`config.mk`:
```
export PLATFORM = sky130hd
export DESIGN_NAME = spi_regfile_slave
export DESIGN_NICKNAME = d
export VERILOG_FILES = /design/src/rtl/spi_rf_pkg.sv /design/src/rtl/spi_rf_sync.sv /design/src/rtl/spi_rf_frame.sv /design/src/rtl/spi_rf_regbank.sv /design/src/rtl/spi_regfile_slave.sv
export SDC_FILE = /design/constraint.sdc
export NUM_CORES = 2
export LEC_CHECK = 0
export ABC_CLOCK_PERIOD_IN_PS = 7400
export BUFFER_PORTS_ARGS = -buffer_cell sky130_fd_sc_hd__buf_2
export CAP_MARGIN = 15
export CORE_ASPECT_RATIO = 1.2
export CORE_MARGIN = 10
export CORE_UTILIZATION = 35
export CTS_CLUSTER_DIAMETER = 120
export CTS_CLUSTER_SIZE = 20
export DETAILED_ROUTE_END_ITERATION = 7
export PLACE_DENSITY = 0.52
export SYNTH_ARGS = -nofsm -noshare
export SYNTH_HDL_FRONTEND = slang
export SYNTH_SLANG_ARGS = --single-unit
```
`constraint.sdc`:
```
create_clock -name clk -period 7.4 [get_ports clk]
set_clock_uncertainty 0.2 [all_clocks]
set_input_delay 1.48 -clock clk [delete_from_list [all_inputs] [get_ports clk]]
set_output_delay 1.48 -clock clk [all_outputs]
set_load 0.02 [all_outputs]
```
`src/rtl/spi_rf_pkg.sv`:
```
package spi_rf_pkg;
  // Default geometry of the bank and the frame
  localparam int DEF_ADDR_W = 6;
  localparam int DEF_DATA_W = 24;
  localparam int DEF_SYNC_STAGES = 2;

  // Command carried in the top frame bit
  typedef enum logic {
    CMD_READ  = 1'b0,
    CMD_WRITE = 1'b1
  } spi_cmd_e;

  // Frame width: command + address + one spare bit + data
  function automatic int frame_width(input int addr_w, input int data_w);
    return 2 + addr_w + data_w;
  endfunction
endpackage

```
`src/rtl/spi_rf_sync.sv`:
```
module spi_rf_sync #(
  parameter int WIDTH  = 3,
  parameter int STAGES = 2
) (
  input  logic             clk,
  input  logic             rst,
  input  logic [WIDTH-1:0] d,
  output logic [WIDTH-1:0] q
);
  logic [WIDTH-1:0] stg [STAGES];

  genvar s;
  generate
    for (s = 0; s < STAGES; s++) begin : g_stage
      if (s == 0) begin : g_first
        always_ff @(posedge clk) begin
          if (rst) stg[0] <= '0;
          else     stg[0] <= d;
        end
      end else begin : g_next
        always_ff @(posedge clk) begin
          if (rst) stg[s] <= '0;
          else     stg[s] <= stg[s-1];
        end
      end
    end
  endgenerate

  assign q = stg[STAGES-1];
endmodule

```
`src/rtl/spi_rf_frame.sv`:
```
module spi_rf_frame
  import spi_rf_pkg::*;
#(
  parameter int ADDR_W = DEF_ADDR_W,
  parameter int DATA_W = DEF_DATA_W
) (
  input  logic              clk,
  input  logic              rst,
  input  logic              cs_s,
  input  logic              sclk_s,
  input  logic              mosi_s,
  output logic              rd_en,
  output logic [ADDR_W-1:0] rd_addr,
  input  logic [DATA_W-1:0] rd_data,
  output logic              wr_en,
  output logic [ADDR_W-1:0] wr_addr,
  output logic [DATA_W-1:0] wr_data,
  output logic              miso_q,
  output logic              miso_oe
);
  localparam int FRAME_W   = frame_width(ADDR_W, DATA_W);
  localparam int CNT_W     = $clog2(FRAME_W + 1);
  localparam int HDR_W     = FRAME_W - DATA_W;  // bits before data
  localparam int ADDR_DONE = 1 + ADDR_W;        // command + address
  localparam logic [CNT_W-1:0] CNT_FULL  = CNT_W'(FRAME_W);
  localparam logic [CNT_W-1:0] CNT_LAST  = CNT_W'(FRAME_W - 1);
  localparam logic [CNT_W-1:0] CNT_ADDR  = CNT_W'(ADDR_DONE - 1);
  localparam logic [CNT_W-1:0] CNT_HDR   = CNT_W'(HDR_W);

  logic               sclk_d;
  logic               rise, fall;
  logic [CNT_W-1:0]   bit_cnt;
  logic [FRAME_W-2:0] shreg;
  logic [DATA_W-1:0]  tx;
  spi_cmd_e           cmd_bit;

  always_ff @(posedge clk) begin
    if (rst) sclk_d <= 1'b0;
    else     sclk_d <= sclk_s;
  end

  assign rise    = cs_s &  sclk_s & ~sclk_d;
  assign fall    = cs_s & ~sclk_s &  sclk_d;
  assign cmd_bit = spi_cmd_e'(shreg[FRAME_W-2]);

  always_ff @(posedge clk) begin
    if (rst) begin
      bit_cnt <= '0;
      shreg   <= '0;
      tx      <= '0;
      miso_q  <= 1'b0;
      miso_oe <= 1'b0;
      rd_en   <= 1'b0;
      rd_addr <= '0;
      wr_en   <= 1'b0;
      wr_addr <= '0;
      wr_data <= '0;
    end else begin
      rd_en   <= 1'b0;
      wr_en   <= 1'b0;
      miso_oe <= cs_s;
      if (!cs_s) begin
        bit_cnt <= '0;
        shreg   <= '0;
        tx      <= '0;
        miso_q  <= 1'b0;
      end else begin
        if (rise && bit_cnt != CNT_FULL) begin
          shreg   <= {shreg[FRAME_W-3:0], mosi_s};
          bit_cnt <= bit_cnt + 1'b1;
          if (bit_cnt == CNT_ADDR) begin
            rd_en   <= 1'b1;
            rd_addr <= {shreg[ADDR_W-2:0], mosi_s};
          end
          if (bit_cnt == CNT_LAST && cmd_bit == CMD_WRITE) begin
            wr_en   <= 1'b1;
            wr_addr <= shreg[FRAME_W-3 -: ADDR_W];
            wr_data <= {shreg[DATA_W-2:0], mosi_s};
          end
        end
        if (fall) begin
          if (bit_cnt == CNT_HDR) begin
            miso_q <= rd_data[DATA_W-1];
            tx     <= {rd_data[DATA_W-2:0], 1'b0};
          end else if (bit_cnt > CNT_HDR && bit_cnt < CNT_FULL) begin
            miso_q <= tx[DATA_W-1];
            tx     <= {tx[DATA_W-2:0], 1'b0};
          end else begin
            miso_q <= 1'b0;
          end
        end
      end
    end
  end

  // the bit counter never passes the frame length
  a_r1_count_bound: assert property (@(posedge clk) disable iff (rst)
    bit_cnt <= CNT_FULL);

  // a write is issued only on the edge that completes a full frame
  a_r5_write_full_frame: assert property (@(posedge clk) disable iff (rst)
    wr_en |-> bit_cnt == CNT_FULL);

  // at most one write strobe per frame
  a_r9_single_write: assert property (@(posedge clk) disable iff (rst)
    wr_en |=> !wr_en);

  // the register lookup fires once the address is complete
  a_r3_lookup_time: assert property (@(posedge clk) disable iff (rst)
    rd_en |-> bit_cnt == CNT_W'(ADDR_DONE));

  // header bits go out as zero
  a_r4_header_zero: assert property (@(posedge clk) disable iff (rst)
    (bit_cnt < CNT_HDR) |-> !miso_q);
endmodule

```
`src/rtl/spi_rf_regbank.sv`:
```
module spi_rf_regbank
  import spi_rf_pkg::*;
#(
  parameter int ADDR_W = DEF_ADDR_W,
  parameter int DATA_W = DEF_DATA_W
) (
  input  logic              clk,
  input  logic              rst,
  input  logic              wr_en,
  input  logic [ADDR_W-1:0] wr_addr,
  input  logic [DATA_W-1:0] wr_data,
  input  logic              rd_en,
  input  logic [ADDR_W-1:0] rd_addr,
  output logic [DATA_W-1:0] rd_data,
  input  logic [ADDR_W-1:0] int_addr,
  output logic [DATA_W-1:0] int_rdata
);
  localparam int DEPTH = 1 << ADDR_W;

  logic [DATA_W-1:0] mem [DEPTH];

  // Single write port, kept free of reset so it maps onto block RAM
  always_ff @(posedge clk) begin
    if (wr_en) mem[wr_addr] <= wr_data;
  end

  // Registered read ports with synchronous output reset
  always_ff @(posedge clk) begin
    if (rst) begin
      rd_data   <= '0;
      int_rdata <= '0;
    end else begin
      if (rd_en) rd_data <= mem[rd_addr];
      int_rdata <= mem[int_addr];
    end
  end

  // the internal port follows a steady address and an idle write port
  a_r11_port_stable: assert property (@(posedge clk) disable iff (rst)
    ($stable(int_addr) && !$past(wr_en) && !wr_en && !$past(rst)) |=> $stable(int_rdata));
endmodule

```
`src/rtl/spi_regfile_slave.sv`:
```
module spi_regfile_slave
  import spi_rf_pkg::*;
#(
  parameter int ADDR_W      = DEF_ADDR_W,
  parameter int DATA_W      = DEF_DATA_W,
  parameter int SYNC_STAGES = DEF_SYNC_STAGES
) (
  input  logic              clk,
  input  logic              rst,
  input  logic              spi_sclk,
  input  logic              spi_mosi,
  input  logic              spi_cs,
  output logic              spi_miso,
  output logic              spi_miso_oe,
  input  logic [ADDR_W-1:0] int_addr,
  output logic [DATA_W-1:0] int_rdata
);
  logic [2:0]        pins_s;
  logic              rd_en, wr_en;
  logic [ADDR_W-1:0] rd_addr, wr_addr;
  logic [DATA_W-1:0] rd_data, wr_data;

  spi_rf_sync #(
    .WIDTH (3),
    .STAGES(SYNC_STAGES)
  ) u_sync (
    .clk(clk),
    .rst(rst),
    .d  ({spi_cs, spi_sclk, spi_mosi}),
    .q  (pins_s)
  );

  spi_rf_frame #(
    .ADDR_W(ADDR_W),
    .DATA_W(DATA_W)
  ) u_frame (
    .clk    (clk),
    .rst    (rst),
    .cs_s   (pins_s[2]),
    .sclk_s (pins_s[1]),
    .mosi_s (pins_s[0]),
    .rd_en  (rd_en),
    .rd_addr(rd_addr),
    .rd_data(rd_data),
    .wr_en  (wr_en),
    .wr_addr(wr_addr),
    .wr_data(wr_data),
    .miso_q (spi_miso),
    .miso_oe(spi_miso_oe)
  );

  spi_rf_regbank #(
    .ADDR_W(ADDR_W),
    .DATA_W(DATA_W)
  ) u_bank (
    .clk      (clk),
    .rst      (rst),
    .wr_en    (wr_en),
    .wr_addr  (wr_addr),
    .wr_data  (wr_data),
    .rd_en    (rd_en),
    .rd_addr  (rd_addr),
    .rd_data  (rd_data),
    .int_addr (int_addr),
    .int_rdata(int_rdata)
  );

  // MISO is quiet whenever the output is not enabled
  a_r7_quiet_when_off: assert property (@(posedge clk) disable iff (rst)
    !spi_miso_oe |-> !spi_miso);

  // reset leaves the serial outputs low
  a_r10_reset_low: assert property (@(posedge clk)
    $past(rst) |-> (!spi_miso && !spi_miso_oe));
endmodule

```
==> results_dict.tcl <==
set metrics [dict create \
    sw_frac_of_total_pct 21.3 \
    rsz0062_at_grt "no" \
    tightest_slew_ns 1.26 \
    critPathBufInv 1 \
    ioPinCount 37 \
    fmax_mhz 244 \
    cts.sinks 1691 \
    routed-via-count 44100 \
    crit_path_end_kind "flip-flop" \
    initial_core_util_pct 35.2 \
    synth-compound-area-share_pct 5.55 \
    ir_drop_v 0.000177 \
    fin_crit_sh_pct 55.4 \
    syn_to_final_growth_pct 9.50 \
    drv_cap 0 \
    hold_depth 1 \
    rows 187 \
    worstHoldStart "u_sync.stg[0][0]" \
    die_h_um 531 \
    syn_area_um2 76200 \
    synth_top_family_by_area "multiplexers" \
    syn_avg_cell_area_um2 18.0 \
    min_path_type "flip-flop to flip-flop" \
    r2r_slack_ns 3.30 \
    max-slew-margin-rel_pct 16.0 \
    synth_xor_area_share_pct 0.0575 \
    cp_slowest_cell "o31ai_1" \
    vias_per_cell 6.20 \
    p_int_mw 13.1 \
    power.density_nw_per_um2 199 \
    synth-simple-area-share_pct 3.76 \
    critical_path_required_ns 7.87 \
    drv_slew 0 \
    drtIter0Drc 5372 \
    ys_warn_count 0 \
    fin_crit_ns 4.10 \
    grt_pass1_wl_um 363000 \
    synthArstFlopShare_pct 0 \
    fillers 19500 \
    final_layout_size_suffix_gt1_share_pct 32.4 \
    status "completed" \
    insertion_delay_ns 0.77 \
    synth.largest_area_cell "edfxtp_1" \
    gp_congestion 0.798 \
    synth_top_area_share_pct 60.5 \
    startpoint_type "flip-flop" \
    wire_per_inst_um 36.9 \
    seq_area_frac_synth_pct 64.6 \
    track_usage_pct 21.7 \
    synth_common_cells "edfxtp_1 (1536), mux4_2 (662), mux2_2 (288), clkbuf_1 (227), nand2_1 (197)" \
    dr.pass1.iters 8 \
    portBuffers 36 \
    postCtsSetupBuffers 0 \
    synth.most_common_cell "edfxtp_1" \
    hold_viol 0 \
    synth-edff-count 1536 \
    worst-path-max-fanout 41 \
    synthFlopType "edfxtp_1" \
    r2r-start "u_frame.rd_addr[0]" \
    clk_pin_slew_ns 0.08 \
    drt-total-wl_um 262000 \
    p_clk_share_pct 34.2 \
    dieWidth_um 446 \
    clk_path_buf_depth 3 \
    first_global_vias 45100 \
    ys_top_cells_by_area "edfxtp_1 (61%), mux4_2 (20%), mux2_2 (4.3%)" \
    setup_viol 0 \
    drc 0 \
    dp_slack_ns 2.57 \
    rr_worst_depth 6 \
    core_um2 216000 \
    tritoncts "done" \
    cts_htree_levels 3 \
    fin_ws_ns 3.30 \
    root_buffer "clkbuf_16" \
    cp_slowest_stage_delay_ns 0.91 \
    antenna_found_initial 10 \
    synth_cell_types 49 \
    crit_type "flip-flop to flip-flop" \
    timing.setup.tns_ns 0 \
    netSwitchingPower_mw 3.55 \
    ant_nets 0 \
    power.leakage_nw 24.7 \
    cts_hold_buf 0 \
    seq_power_share_pct 61.8 \
    r2r_end "u_bank.rd_data[20]" \
    cts_inserted_buffers 94 \
    synth_fa_ha_area_share_pct 0.0493 \
    arrival_ns 4.57 \
    grt_max_degree 148 \
    whs_endpoint "u_sync.stg[1][0]" \
    ys_ff_latch 1691 \
    syn_inst 4227 \
    finalNetCount 4200 \
    dieArea_um2 237000 \
    dpl.hpwl_um 145000 \
    synthMuxAreaShare_pct 24.0 \
    cts_resized 0 \
    path_cells "or2_4 > buf_4 > o21ai_0 > o31ai_1 > nor3_1 > o221ai_1" \
    pwr-share-comb_pct 4.0 \
    synthesis.nets 4241 \
    grt_overflow 0 \
    path_delay_family "compound AO/OA/AOI/OAI gates" \
]
sequential cells by signal, indices dropped and copies added, names as in the netlist:
signal / cells
u_frame.miso_oe: 1
u_frame.rd_addr: 6
u_bank.rd_data: 24
u_frame.wr_addr: 6
u_frame.miso_q: 1
u_frame.bit_cnt: 6
u_frame.sclk_d: 1
u_frame.shreg: 31
u_frame.rd_en: 1
u_frame.wr_data: 24
u_frame.wr_en: 1
u_sync.stg: 6
u_bank.int_rdata: 24
u_bank.mem: 1536
u_frame.tx: 23
worst reg2reg max path: cells and delay by family (launching register included):
kind	cells	cell delay, ns
buffers and inverters	1	0.76
AND/OR/NAND/NOR	2	0.84
AO/OA/AOI/OAI	3	1.41
flip-flops	1	0.82
power by group through the flow:
| stage | Clock (mW) | Sequential [mW] | Combinational [mW] |
|---|---|---|---|
| 2_1_floorplan | 0 | 10.5 | 0.434 |
| 4_1_cts | 5.82 | 10.3 | 0.664 |
| 3_5_place_dp | 0 | 10.5 | 0.664 |
| 6_report | 5.70 | 10.3 | 0.658 |
| 3_3_place_gp | 0 | 10.5 | 0.661 |
| 5_1_grt | 6.15 | 10.3 | 0.688 |
kinds of logic after synthesis:
group,Yosys count
and+or+nand+nor,587
adders and majority gates,3
muxes,966
AOI/OAI and AO/OA,623
DFF,1691
buffers and inverters,352
xor gates and xnor gates,5
metal layers:
layer  up-vias  wire length (µm)  track usage [%]
met1     24100            103000             27.7
met4         6             11600             9.01
met3       451             15900             2.62
met2      1931            131000             37.4
li1      17600                 -                -
met5         -                45                0
area by class of cell:
type                       count  area [µm²]  area share (%)
antenna                        6        15.0          0.0180
clock buffer                 173        2760            3.30
clock inverter                 3        41.3          0.0495
inverter                      15        56.3          0.0675
multi-input combinational   2184       26100            31.2
sequential                  1691       49300            59.1
tap                         2835        3550            4.25
timing repair buffer         200        1680            2.02
metrics by stage:
step / instances / power (mW) / utilization [%] / hold WS (ns) / instance area [µm²]
after floorplan: 4227 / 10.9 / - / 0.214 / 76200
after global placement: 6921 / 11.2 / 37.2 / 0.218 / 80500
after detailed placement: 6921 / 11.2 / 37.2 / 0.232 / 80500
after CTS: 7097 / 16.8 / 38.5 / 0.252 / 83300
after global routing: 7107 / 17.1 / 38.5 / 0.259 / 83400
final: 7107 / 16.6 / 38.5 / 0.250 / 83400
layout by cell type (no fill, tap or decap), types with 10 or more instances in the layout:
cell and instances:
buf_12 19, inv_1 15, dfxtp_2 24, dfxtp_1 129, o21ai_0 98, o221ai_1 24, a22oi_1 76, buf_2 31
a311oi_1 22, nor2_4 64, o211ai_1 10, nor3_1 97, mux2_2 288, edfxtp_1 1536, o31ai_1 48, nand2_1 196
mux2i_1 16, a211oi_1 97, nor2b_1 108, o22ai_1 96, clkbuf_16 99, a22o_1 48, mux4_2 662, buf_4 147
clkbuf_1 74, o21ai_1 18, a221o_1 10, a21oi_1 73, or3b_2 24, nor2_1 47
how the worst max path moves through the flow:
stage                       start              endpoint  cells past startpoint
2_1_floorplan         int_addr[1]  u_bank.int_rdata[12]                      8
3_3_place_gp          int_addr[1]  u_bank.int_rdata[23]                      6
3_5_place_dp          int_addr[0]   u_bank.int_rdata[0]                      7
4_1_cts        u_frame.rd_addr[0]    u_bank.rd_data[20]                      6
5_1_grt        u_frame.rd_addr[0]    u_bank.rd_data[16]                      6
6_report       u_frame.rd_addr[0]    u_bank.rd_data[20]                      6
Power figures use the tool's default switching activity.
